**config.mk**
```make
export PLATFORM = sky130hd
export DESIGN_NAME = legacy_pic
export DESIGN_NICKNAME = d
export VERILOG_FILES = /design/src/rtl/pic_pkg.sv /design/src/rtl/pic_cfg.sv /design/src/rtl/pic_resolver.sv /design/src/rtl/legacy_pic.sv
export SDC_FILE = /design/constraint.sdc
export NUM_CORES = 1
export LEC_CHECK = 0
export BUFFER_PORTS_ARGS = -buffer_cell sky130_fd_sc_hd__buf_2
export CORE_MARGIN = 1
export CORE_UTILIZATION = 35
export DETAILED_ROUTE_END_ITERATION = 8
export MAX_ROUTING_LAYER = met4
export SKIP_CTS_REPAIR_TIMING = 1
export SYNTH_ARGS = -nofsm -noshare
export SYNTH_HDL_FRONTEND = slang
export SYNTH_HIERARCHICAL = 1
export SYNTH_SLANG_ARGS = --single-unit
```
**constraint.sdc**
```tcl
create_clock -name clk_i -period 4.85 [get_ports clk_i]
set_input_delay 0.2425 -clock clk_i [delete_from_list [all_inputs] [get_ports clk_i]]
set_output_delay 0.2425 -clock clk_i [all_outputs]
set_load 0.02 [all_outputs]
```
**src/rtl/pic_pkg.sv**
```systemverilog
package pic_pkg;
  typedef enum logic [1:0] {ST_RUN = 2'd0, ST_BASE, ST_CASC, ST_MODE} init_st_e;
  localparam int unsigned INIT_BIT = 4;
  localparam int unsigned OCW3_BIT = 3;
  localparam logic [2:0] EOI_NS = 3'b001;
  localparam logic [2:0] EOI_SP = 3'b011;
endpackage

```
**src/rtl/pic_cfg.sv**
```systemverilog
module pic_cfg
  import pic_pkg::*;
#(
  parameter int unsigned N_IRQ = 8,
  parameter int unsigned DW    = 8,
  localparam int unsigned IDX_W = $clog2(N_IRQ)
) (
  input  logic             clk_i,
  input  logic             rst_ni,
  input  logic             wr_i,
  input  logic             addr_i,
  input  logic [DW-1:0]    wdata_i,
  output logic             init_o,
  output logic             done_o,
  output logic [DW-1:0]    base_o,
  output logic [DW-1:0]    casc_o,
  output logic             aeoi_o,
  output logic [N_IRQ-1:0] imr_o,
  output logic             rd_isr_o,
  output logic             eoi_sp_o,
  output logic             eoi_ns_o,
  output logic [IDX_W-1:0] eoi_lvl_o
);
  init_st_e st_q;
  logic ic4_q, single_q;
  logic even_wr, odd_wr, ocw2, ocw3;

  assign even_wr   = wr_i & ~addr_i;
  assign odd_wr    = wr_i & addr_i;
  assign init_o    = even_wr & wdata_i[INIT_BIT];
  assign ocw3      = even_wr & ~wdata_i[INIT_BIT] & wdata_i[OCW3_BIT] & done_o;
  assign ocw2      = even_wr & ~wdata_i[INIT_BIT] & ~wdata_i[OCW3_BIT] & done_o;
  assign eoi_sp_o  = ocw2 & (wdata_i[7:5] == EOI_SP);
  assign eoi_ns_o  = ocw2 & (wdata_i[7:5] == EOI_NS);
  assign eoi_lvl_o = wdata_i[IDX_W-1:0];

  always_ff @(posedge clk_i or negedge rst_ni) begin
    if (!rst_ni) begin
      st_q     <= ST_RUN;
      done_o   <= 1'b0;
      base_o   <= '0;
      casc_o   <= '0;
      aeoi_o   <= 1'b0;
      imr_o    <= '1;
      rd_isr_o <= 1'b0;
      ic4_q    <= 1'b0;
      single_q <= 1'b0;
    end else if (init_o) begin
      st_q     <= ST_BASE;
      done_o   <= 1'b0;
      ic4_q    <= wdata_i[0];
      single_q <= wdata_i[1];
      aeoi_o   <= 1'b0;
      imr_o    <= '0;
      rd_isr_o <= 1'b0;
    end else begin
      if (ocw3 && wdata_i[1]) rd_isr_o <= wdata_i[0];
      if (odd_wr) begin
        unique case (st_q)
          ST_BASE: begin
            base_o <= wdata_i;
            if (!single_q) st_q <= ST_CASC;
            else if (ic4_q) st_q <= ST_MODE;
            else begin st_q <= ST_RUN; done_o <= 1'b1; end
          end
          ST_CASC: begin
            casc_o <= wdata_i;
            if (ic4_q) st_q <= ST_MODE;
            else begin st_q <= ST_RUN; done_o <= 1'b1; end
          end
          ST_MODE: begin
            aeoi_o <= wdata_i[1];
            st_q   <= ST_RUN;
            done_o <= 1'b1;
          end
          default: if (done_o) imr_o <= wdata_i[N_IRQ-1:0];
        endcase
      end
    end
  end

  // init sequence must reach run state before commands are honoured
  a_r3_done_in_run: assert property (@(posedge clk_i) disable iff (!rst_ni)
    done_o |-> st_q == ST_RUN);
  // auto EOI cleared by a new start word
  a_r4_aeoi_cleared: assert property (@(posedge clk_i) disable iff (!rst_ni)
    init_o |=> !aeoi_o && !done_o);
endmodule

```
**src/rtl/pic_resolver.sv**
```systemverilog
module pic_resolver #(
  parameter int unsigned N_IRQ = 8,
  localparam int unsigned IDX_W = $clog2(N_IRQ)
) (
  input  logic [N_IRQ-1:0] irr_i,
  input  logic [N_IRQ-1:0] isr_i,
  input  logic [N_IRQ-1:0] imr_i,
  output logic             valid_o,
  output logic [IDX_W-1:0] win_o,
  output logic             isr_any_o,
  output logic [IDX_W-1:0] isr_low_o
);
  logic [N_IRQ-1:0] pend;
  logic             p_any;

  assign pend = irr_i & ~imr_i;

  always_comb begin
    p_any     = 1'b0;
    win_o     = '0;
    isr_any_o = 1'b0;
    isr_low_o = '0;
    for (int i = N_IRQ - 1; i >= 0; i--) begin
      if (pend[i])  begin p_any = 1'b1;     win_o = IDX_W'(i);     end
      if (isr_i[i]) begin isr_any_o = 1'b1; isr_low_o = IDX_W'(i); end
    end
    valid_o = p_any & (~isr_any_o | (win_o < isr_low_o));
  end
endmodule

```
**src/rtl/legacy_pic.sv**
```systemverilog
module legacy_pic #(
  parameter int unsigned N_IRQ = 8,
  parameter int unsigned DW    = 8,
  localparam int unsigned IDX_W = $clog2(N_IRQ)
) (
  input  logic             clk_i,
  input  logic             rst_ni,
  input  logic             wr_i,
  input  logic             addr_i,
  input  logic [DW-1:0]    wdata_i,
  output logic [DW-1:0]    rdata_o,
  input  logic [N_IRQ-1:0] irq_i,
  output logic             int_o,
  input  logic             inta_i,
  output logic [DW-1:0]    vec_o,
  output logic [DW-1:0]    casc_o
);
  logic             init, done, aeoi, rd_isr, eoi_sp, eoi_ns;
  logic [DW-1:0]    base;
  logic [N_IRQ-1:0] imr, irr_q, isr_q, req_q;
  logic [IDX_W-1:0] eoi_lvl, win_idx, isr_low;
  logic             win_valid, isr_any, ack_fire;

  pic_cfg #(.N_IRQ(N_IRQ), .DW(DW)) u_cfg (
    .clk_i, .rst_ni, .wr_i, .addr_i, .wdata_i,
    .init_o(init), .done_o(done), .base_o(base), .casc_o(casc_o),
    .aeoi_o(aeoi), .imr_o(imr), .rd_isr_o(rd_isr),
    .eoi_sp_o(eoi_sp), .eoi_ns_o(eoi_ns), .eoi_lvl_o(eoi_lvl)
  );

  pic_resolver #(.N_IRQ(N_IRQ)) u_res (
    .irr_i(irr_q), .isr_i(isr_q), .imr_i(imr),
    .valid_o(win_valid), .win_o(win_idx),
    .isr_any_o(isr_any), .isr_low_o(isr_low)
  );

  assign int_o    = done & win_valid;
  assign ack_fire = inta_i & int_o;

  for (genvar g = 0; g < N_IRQ; g++) begin : g_line
    logic ack_hit, clr_hit, rise;
    assign ack_hit = ack_fire & (win_idx == IDX_W'(g));
    assign clr_hit = (eoi_sp & (eoi_lvl == IDX_W'(g))) |
                     (eoi_ns & isr_any & (isr_low == IDX_W'(g)));
    assign rise    = irq_i[g] & ~req_q[g];

    always_ff @(posedge clk_i or negedge rst_ni) begin
      if (!rst_ni) begin
        irr_q[g] <= 1'b0;
        isr_q[g] <= 1'b0;
        req_q[g] <= 1'b1;
      end else if (init) begin
        irr_q[g] <= 1'b0;
        isr_q[g] <= 1'b0;
        req_q[g] <= 1'b1;  // demand a fresh edge after init
      end else begin
        irr_q[g] <= ((irr_q[g] & ~ack_hit) | rise) & irq_i[g];
        isr_q[g] <= (isr_q[g] | (ack_hit & ~aeoi)) & ~clr_hit;
        req_q[g] <= irq_i[g];
      end
    end
  end

  assign rdata_o = addr_i ? DW'(imr) : (rd_isr ? DW'(isr_q) : DW'(irr_q));
  assign vec_o   = inta_i ? base + (int_o ? DW'(win_idx) : DW'(N_IRQ - 1)) : '0;

  // a raised interrupt always has an unmasked pending source
  a_r5_int_unmasked: assert property (@(posedge clk_i) disable iff (!rst_ni)
    int_o |-> (irr_q & ~imr) != '0);
  // acknowledge consumes the request bit
  a_r8_ack_clears_irr: assert property (@(posedge clk_i) disable iff (!rst_ni)
    ack_fire && !init |=> !irr_q[$past(win_idx)]);
  // acknowledge in normal mode marks in-service
  a_r8_ack_sets_isr: assert property (@(posedge clk_i) disable iff (!rst_ni)
    ack_fire && !aeoi && !wr_i |=> isr_q[$past(win_idx)]);
  // auto EOI leaves in-service untouched
  a_r9_aeoi_keeps_isr: assert property (@(posedge clk_i) disable iff (!rst_ni)
    inta_i && aeoi && !wr_i |=> isr_q == $past(isr_q));
  // spurious acknowledge leaves in-service untouched
  a_r10_spurious_keeps_isr: assert property (@(posedge clk_i) disable iff (!rst_ni)
    inta_i && !int_o && !wr_i |=> isr_q == $past(isr_q));
  // start word wipes request, service and mask state
  a_r2_init_clears: assert property (@(posedge clk_i) disable iff (!rst_ni)
    init |=> irr_q == '0 && isr_q == '0 && imr == '0 && !int_o);
endmodule

```
==> metrics.log, run 1 <==
[metrics] Filler cells: between 800 and 900
[metrics] final WL: about 7600 µm
[metrics] final core occ: 0.413
[metrics] Residual DRC: 0
[metrics] maximum number of pins on one net before global-route repair: between 50 and 60
[metrics] Max VDD drop: approximately 0.19 mV
[metrics] Global Route Usage Sum: 0.173
[metrics] post-synth top area cell: dfrtp_1
[metrics] result of the run: complete, no violations
[metrics] cell-internal power: around 1.2 mW
[metrics] R2R Setup Slk: ~1600 ps
[metrics] sequential area share after synthesis: 0.426
[metrics] post-detailed-route via-to-cell ratio: between 5 and 6
[metrics] kind of cell adding the most delay to the critical path: simple AND/OR/NAND/NOR gates
[metrics] Net Count, Synth: between 300 and 400
[metrics] static leakage power: about 1.6 nW
[metrics] TNS Setup: 0 ps
[metrics] via total after detailed routing: around 2.5k
[metrics] First-pass DRT Iterations: 5
[metrics] launching element type of the critical path: flop
[metrics] Clock Root Buffer: clkbuf_8
[metrics] actual slew at the worst max-slew pin: 682 ps
[metrics] Worst Reg2Reg Path Length in Cells: 12
[metrics] width of the die: 98.7 µm
[metrics] Layout Nets: about 400
[metrics] ranking of synthesized cells by area: dfrtp_1, dfstp_2, mux2_2, o21ai_0, a21oi_1
[metrics] critical path arrival: ~4300 ps
[metrics] number of I/O port buffers: 45
[metrics] global-route wire length before repair: 12600 µm
[metrics] worst-skew pair later-pin latency: approximately 310 ps
[metrics] CP Cell Sequence: nor2b_4, nand2b_1, nor3_1, nor2b_4, ha_1, a21oi_1, nand3b_1, a32oi_1, nand2_1, or2_2, ha_1, a21oi_1, a21oi_1, xor2_1, and2_1, buf_2
[metrics] Max stage delay cell, worst path: dfstp_2
[metrics] endpoint of the lowest-slack register-to-register path: isr_q[0]
[metrics] CP bufs+invs: 1
[metrics] total setup violations reported at the end of the flow: 0
[metrics] total congestion overflow: 0
[metrics] Clk pin slew, worst setup/hold paths: around 100 ps
[metrics] CP endpoint kind: primary output
[metrics] CTS Buf Count: 5
[metrics] buffer depth of the longest clock path: 2
[metrics] clock sink count: 55
[metrics] synthesized area: between 3000 and 4000 µm²
[metrics] floorplan core area: roughly 8900 µm²
[metrics] CTS H-tree depth: 2
[metrics] Post-synth ARST share: 1.00
[metrics] worst path required time: between 4000 and 5000 ps
[metrics] Syn Inst Count: roughly 330
[metrics] wire length per cell: roughly 16 µm
[metrics] Max-Cap Viols: 0
[metrics] number of synthesized register bits: between 50 and 60
[metrics] Boundary Pins: 46
[metrics] final count of hold timing violations: 0
[metrics] antenna violation net count after detailed routing: 0
[metrics] final cell count without fillers: 480
[metrics] Pwr Density: approximately 580 nW/µm²
[metrics] via count of the first global-routing pass: between 2k and 2.5k
[metrics] total inserted antenna cells: 0
[metrics] violation count after the first detailed-route iteration: between 150 and 200
[metrics] Core Rows: 34
[metrics] number of pins exceeding their max-slew limit in the final report: 0
[metrics] RSZ-0062 raised after global routing: false
[metrics] stage delay of the slowest cell on the critical path: ~580 ps
[metrics] Highest Clock Rate: 221 MHz
[metrics] Yosys cell types: 55
[metrics] full die area: approximately 10000 µm²
[metrics] sw power: ~0.95 mW
[metrics] dominant register cell in the synthesized netlist: dfrtp_1
[metrics] clk_skew: roughly 6.3 ps
[metrics] initial core utilization: 0.368
[metrics] P&R area growth vs syn: 12.0%
[metrics] number of synthesized flops with an enable pin: 0
[metrics] critical path startpoint: u_cfg/imr_o[0]
[metrics] Final GP Congestion: around 0.9
[metrics] most used cell, CP: a21oi_1
[metrics] DPL Wire Length: ~5700 µm
[metrics] class of the most critical hold timing path: in -> async
[metrics] clock tree from TritonCTS: yes
[metrics] startpoint of the worst register-to-register path: u_cfg/imr_o[0]
[metrics] final cycle utilization of the critical path: 0.932
[metrics] worst setup path end: vec_o[7]
[metrics] share of total power in the clock network: 0.123
[metrics] die outline height: roughly 99 µm
[metrics] switching power as a share of total power: 0.447
[metrics] placed cells: roughly 470
[metrics] initial antenna violation count: 0
[metrics] number of warning messages in the yosys log: 6
[metrics] total chip power: between 2 and 2.5 mW
[metrics] share of cells above drive strength 1: 0.309
[metrics] cell count along the critical path: 16
[metrics] Worst Setup Path Type: reg -> out
[metrics] share of the synthesized area in the top cell type: 0.298
[metrics] Tmin final: 4520 ps
[metrics] relative max-transition margin: 0.545
[metrics] part of the total power dissipated in sequential elements: 0.368
[metrics] crit path max fanout: 8
[metrics] Avg Synthesized Cell Area: 9.99 µm²
[metrics] combinational share of power: 0.510
## layout by cell type, fill, tap and decap left out, drive strengths merged, types with 3 or more instances in the layout
cell     synthesis  layout
inv             17      18
dfstp           16      16
a22o             8       8
nand3b           3       3
mux2i           10      10
nor4             3       3
o21ai           29      29
ha               9       9
a2111oi          6       6
nand2b          20      20
clkbuf           2       5
nor3b            3       3
and2             6       6
nand2           26      26
a21oi           24      24
nor3             7       7
nand3            6       6
buf              8      46
dfrtp           39      39
nor2b           14      14
nor2            21      21
mux2            14      14
or2             10      10
## flip-flops by register name, summed over array words and instances, names as in the netlist
register and cells:
irr_q 8, isr_q 8, req_q 8, u_cfg/aeoi_o 1
u_cfg/base_o 8, u_cfg/casc_o 8, u_cfg/done_o 1, u_cfg/ic4_q 1
u_cfg/imr_o 8, u_cfg/rd_isr_o 1, u_cfg/single_q 1, u_cfg/st_q 2
## final cells by class
cell class	count	area [µm²]	share of cell area
Sequential cell	55	1400	0.380
Clock buffer	5	68.8	0.0188
Tap cell	108	135	0.0368
Multi-Input combinational cell	246	1750	0.476
Timing Repair Buffer	46	233	0.0634
Clock inverter	3	22.5	0.00614
Inverter	17	66.3	0.0181
## power groups by stage
stage	clock network (mW)	registers (mW)	logic, mW
final	0.262	0.787	1.09
after global routing	0.289	0.813	1.21
after CTS	0.271	0.786	1.09
after detailed placement	0	0.793	1.08
after global placement	0	0.788	1.06
after floorplan	0	0.783	0.782
## metal layers
| layer | up-vias | share of wire | routed length, µm | global-route usage |
|---|---|---|---|---|
| met5 | - | 0 | 0 | - |
| met4 | 0 | 0.010 | 78 | 0.0390 |
| met3 | 6 | 0.046 | 352 | 0.0270 |
| met2 | 59 | 0.47 | 3600 | 0.276 |
| met1 | 1211 | 0.47 | 3610 | 0.233 |
| li1 | 1248 | - | - | - |
## Yosys cell counts, types with 3 or more instances
master	count
dfrtp_1	39
o21ai_0	28
nand2_1	25
a21oi_1	24
nand2b_1	19
nor2_1	18
dfstp_2	16
inv_1	16
mux2_2	14
nor2b_1	11
mux2i_1	10
or2_2	10
ha_1	9
a22o_1	8
nor3_1	7
a2111oi_2	6
and2_1	6
nand3_1	4
buf_4	3
buf_6	3
nor2_4	3
nor2b_4	3
nor3b_1	3
nor4_1	3
## per-stage QoR
stage | area [µm²] | hold WS, ps | setup slack (ps)
final | 3670 | 48.2 | 331
after global routing | 3670 | 104 | 2.74
after CTS | 3660 | 72.5 | 192
after detailed placement | 3570 | 416 | 573
after global placement | 3570 | 416 | 734
after floorplan | 3280 | -53.1 | 1030
## kinds of logic (layout without fill, tap and decap cells)
| group | count (synthesis) | after routing | synth area share |
|---|---|---|---|
| adder cells (fa/ha/maj) | 10 | 10 | 0.0405 |
| buffers and inverters | 27 | 71 | 0.0424 |
| AO/OA/AOI/OAI | 81 | 81 | 0.170 |
| flip-flops | 55 | 55 | 0.426 |
| XOR/XNOR | 4 | 4 | 0.0107 |
| multiplexers | 24 | 24 | 0.0787 |
| AND/OR/NAND/NOR | 127 | 127 | 0.231 |
## worst min-delay path by stage
stage / end / cells past startpoint
6_report: irr_q[4] / 2
5_1_grt: u_cfg/base_o[2] / 2
4_1_cts: irr_q[4] / 2
3_5_place_dp: isr_q[4] / 2
3_3_place_gp: isr_q[5] / 2
2_1_floorplan: irr_q[0] / 0
No activity file was read; power rests on OpenSTA's default activity.
==> run 2, diff against run 1 <==
Settings changed: ABC_AREA set to 1, CORE_UTILIZATION 35 to 58, PLACE_DENSITY set to 0.81.
==> run 2 against run 1 <==
- clock power increased by 18%
- sequential share of layout area up 0.45 points
- via count grew 18%
- cell count up 17%
- register-to-register slack better by 480 ps
- first-iteration DRC count increased by 52%
- critical path type unchanged
- critical endpoint is now vec_o[3]
- largest power group unchanged
- highest routed layer unchanged
==> metrics.log, run 2 <==
[metrics] result of the run: complete, no violations
[metrics] number of synthesized flops with an enable pin: 0 (unchanged)
[metrics] CP Cell Sequence: inv_1, o21ai_1, nand3_1, a31oi_1, ha_1, nand2_1, inv_2, nand2_1, nand2_1, a21oi_2, nand2_2, nor2_1, inv_1, ha_1, nand2_1, nand3_1, and2_1, nor2_1, buf_2
[metrics] final setup slack of the worst path: 847 ps (+516 ps)
[metrics] share of the synthesized area in the top cell type: 0.299 (+0.00114)
[metrics] crit path max fanout: 6 (-2)
[metrics] wire length per cell: 13.9 µm (-12%)
[metrics] Tmin final: 4000 ps (-516 ps)
[metrics] total setup violations reported at the end of the flow: 0 (unchanged)
[metrics] total chip power: 2.11 mW (-1.5%)
[metrics] highest-count cells in the layout ignoring fill and taps: nand2_1, inv_1, buf_2
[metrics] Residual DRC: 0 (unchanged)
[metrics] total inserted antenna cells: 0 (unchanged)
[metrics] Layout Nets: 523 (+30%)
[metrics] kind of cell adding the most delay to the critical path: simple AND/OR/NAND/NOR gates
[metrics] worst-skew pair later-pin latency: 300 ps (about the same)
[metrics] Post-synth ARST share: 1.00 (unchanged)
[metrics] sw power: 0.961 mW (+0.68%)
[metrics] stage delay of the slowest cell on the critical path: 450 ps (-130 ps)
[metrics] floorplan core area: 5270 µm² (-41%)
[metrics] number of synthesized register bits: 55 (unchanged)
[metrics] width of the die: 77.0 µm (-22%)
[metrics] actual slew at the worst max-slew pin: 669 ps (-12.6 ps)
[metrics] RSZ-0062 raised after global routing: false
[metrics] most numerous cell in the Yosys netlist: nand2_1
[metrics] synthesized area: 3260 µm² (-0.38%)
[metrics] Max stage delay cell, worst path: a31oi_1
[metrics] clock tree from TritonCTS: yes
[metrics] total congestion overflow: 0 (unchanged)
[metrics] Clock Root Buffer: clkbuf_8
[metrics] via total after detailed routing: 2971 (+18%)
[metrics] clk_skew: 4.63 ps (-1.67 ps)
[metrics] Max VDD drop: 0.318 mV (+64%)
[metrics] final count of hold timing violations: 0 (unchanged)
[metrics] launching element type of the critical path: flop
[metrics] combinational share of power: 0.498 (-0.012)
[metrics] startpoint of the worst register-to-register path: irr_q[7]
[metrics] setup slack after placement: 1270 ps (+695 ps)
[metrics] number of pins exceeding their max-slew limit in the final report: 0 (unchanged)
[metrics] critical path startpoint: irr_q[7]
[metrics] post-detailed-route via-to-cell ratio: 5.28 (+0.36%)
[metrics] relative max-transition margin: 0.554 (+0.00842)
[metrics] Filler cells: 462 (-48%)
[metrics] sequential area share after synthesis: 0.428 (+0.00163)
[metrics] critical path arrival: 3760 ps (-520 ps)
[metrics] Core Rows: 26 (-24%)
[metrics] number of warning messages in the yosys log: 6 (unchanged)
[metrics] DPL Wire Length: 6010 µm (+5.5%)
[metrics] static leakage power: 1.88 nW (+17%)
[metrics] TNS Setup: 0 ps (unchanged)
[metrics] switching power as a share of total power: 0.457 (+0.0101)
[metrics] final WL: 7840 µm (+2.7%)
[metrics] class of the most critical hold timing path: in -> async
[metrics] final cycle utilization of the critical path: 0.825 (-0.106)
[metrics] global-route wire length before repair: 13000 µm (+3.2%)
[metrics] share of total power in the clock network: 0.147 (+0.024)
[metrics] ranking of synthesized cells by area: dfrtp_1, nand2_1, dfstp_2, inv_1, nand3_1
[metrics] commonest cells in the synthesized netlist: nand2_1, inv_1, dfrtp_1, nor2_1, nand3_1
[metrics] cell-internal power: 1.14 mW (-3.3%)
[metrics] Clk pin slew, worst setup/hold paths: 90 ps (about the same)
[metrics] Yosys cell types: 32 (-42%)
[metrics] post-synth top area cell: dfrtp_1
[metrics] Highest Clock Rate: 250 MHz (+13%)
[metrics] Max-Cap Viols: 0 (unchanged)
[metrics] Syn Inst Count: 452 (+38%)
[metrics] violation count after the first detailed-route iteration: 251 (+52%)
[metrics] Net Count, Synth: 483 (+35%)
[metrics] worst path required time: 4610 ps (about the same)
[metrics] Boundary Pins: 46 (unchanged)
[metrics] Global Route Usage Sum: 0.289 (+0.116)
[metrics] buffer depth of the longest clock path: 2 (unchanged)
[metrics] Pwr Density: 580 nW/µm² (-0.39%)
[metrics] antenna violation net count after detailed routing: 0 (unchanged)
[metrics] CTS Buf Count: 5 (unchanged)
[metrics] part of the total power dissipated in sequential elements: 0.355 (-0.013)
[metrics] First-pass DRT Iterations: 5 (unchanged)
[metrics] via count of the first global-routing pass: 2764 (+14%)
[metrics] P&R area growth vs syn: 11.2%
[metrics] CP endpoint kind: primary output
[metrics] CTS H-tree depth: 2 (unchanged)
[metrics] clock sink count: 55 (unchanged)
[metrics] die outline height: 77.0 µm (-22%)
[metrics] most used cell, CP: nand2_1
[metrics] initial core utilization: 0.619 (+0.251)
[metrics] Final GP Congestion: 0.932 (+4.1%)
[metrics] Avg Synthesized Cell Area: 7.22 µm² (-28%)
[metrics] Worst Setup Path Type: reg -> out
[metrics] initial antenna violation count: 0 (unchanged)
[metrics] CP bufs+invs: 4 (+3)
[metrics] maximum number of pins on one net before global-route repair: 56 (unchanged)
[metrics] number of I/O port buffers: 45 (unchanged)
[metrics] dominant register cell in the synthesized netlist: dfrtp_1
[metrics] full die area: 5930 µm² (-39%)
[metrics] share of cells above drive strength 1: 0.189 (-0.120)
[metrics] most common cell after layout, fill and taps aside: nand2_1
-- run 2: cell types whose count changed after synthesis, sizes merged, moves of 6 or more --
cell,previous run,this run
mux2i,10,0
nand2,26,133
nor2b,14,0
a22o,8,0
mux2,14,0
nand2b,20,0
inv,17,70
o21ai,29,51
nor2,21,36
a2111oi,6,0
nand3,6,34
-- run 2: cell families (layout without fill, tap and decap cells) --
family	count (synthesis)	in the layout	share of synthesized area
adders and majority gates	10	10	0.0406
and+or+nand+nor	228	228	0.304
buffers and inverters	83	124	0.105
AOI/OAI and AO/OA	76	76	0.123
DFF	55	55	0.428
-- run 2: stage by stage --
stage	instances	utilization	cell area, µm²	hold slack (ps)
after floorplan	452	-	3260	-53.1
after global placement	555	0.665	3500	398
after detailed placement	555	0.665	3500	413
after CTS	563	0.688	3630	78.4
after global routing	563	0.688	3630	126
final	563	0.688	3630	58.2
-- run 2: cell type report --
| cell class | count | area, µm² | area share |
|---|---|---|---|
| Multi-Input combinational cell | 314 | 1530 | 0.420 |
| Sequential cell | 55 | 1400 | 0.385 |
| Clock buffer | 8 | 123 | 0.0338 |
| Timing Repair Buffer | 46 | 233 | 0.0642 |
| Inverter | 70 | 263 | 0.0724 |
| Tap cell | 70 | 87.6 | 0.0241 |
-- run 2: final timing paths --
path,slack (ps),endpoint,depth (start not counted)
setup reg to reg,2050,isr_q[3],16
setup / recovery,850,vec_o[3],19
max in group asynchronous,4360,isr_q[2],2
min in group clk_i,140,req_q[6],2
hold reg to reg,490,u_cfg/casc_o[4],2
hold / removal,60,u_cfg/single_q,2
-- run 2: layer usage --
metal  global-route usage  up-vias  share of wire
met5                    -        -              0
met4               0.0566        0          0.011
met3               0.0405        9          0.034
met2                0.467       74           0.47
met1                0.391     1380           0.49
li1                     -     1508              -
-- run 2: power groups by stage --
stage                     registers, mW  logic, mW  clock network [mW]
after detailed placement          0.754       1.04                   0
after floorplan                   0.757      0.744                   0
final                             0.747       1.05               0.310
after CTS                         0.744       1.04               0.317
after global placement            0.747       1.01                   0
after global routing              0.768       1.18               0.335
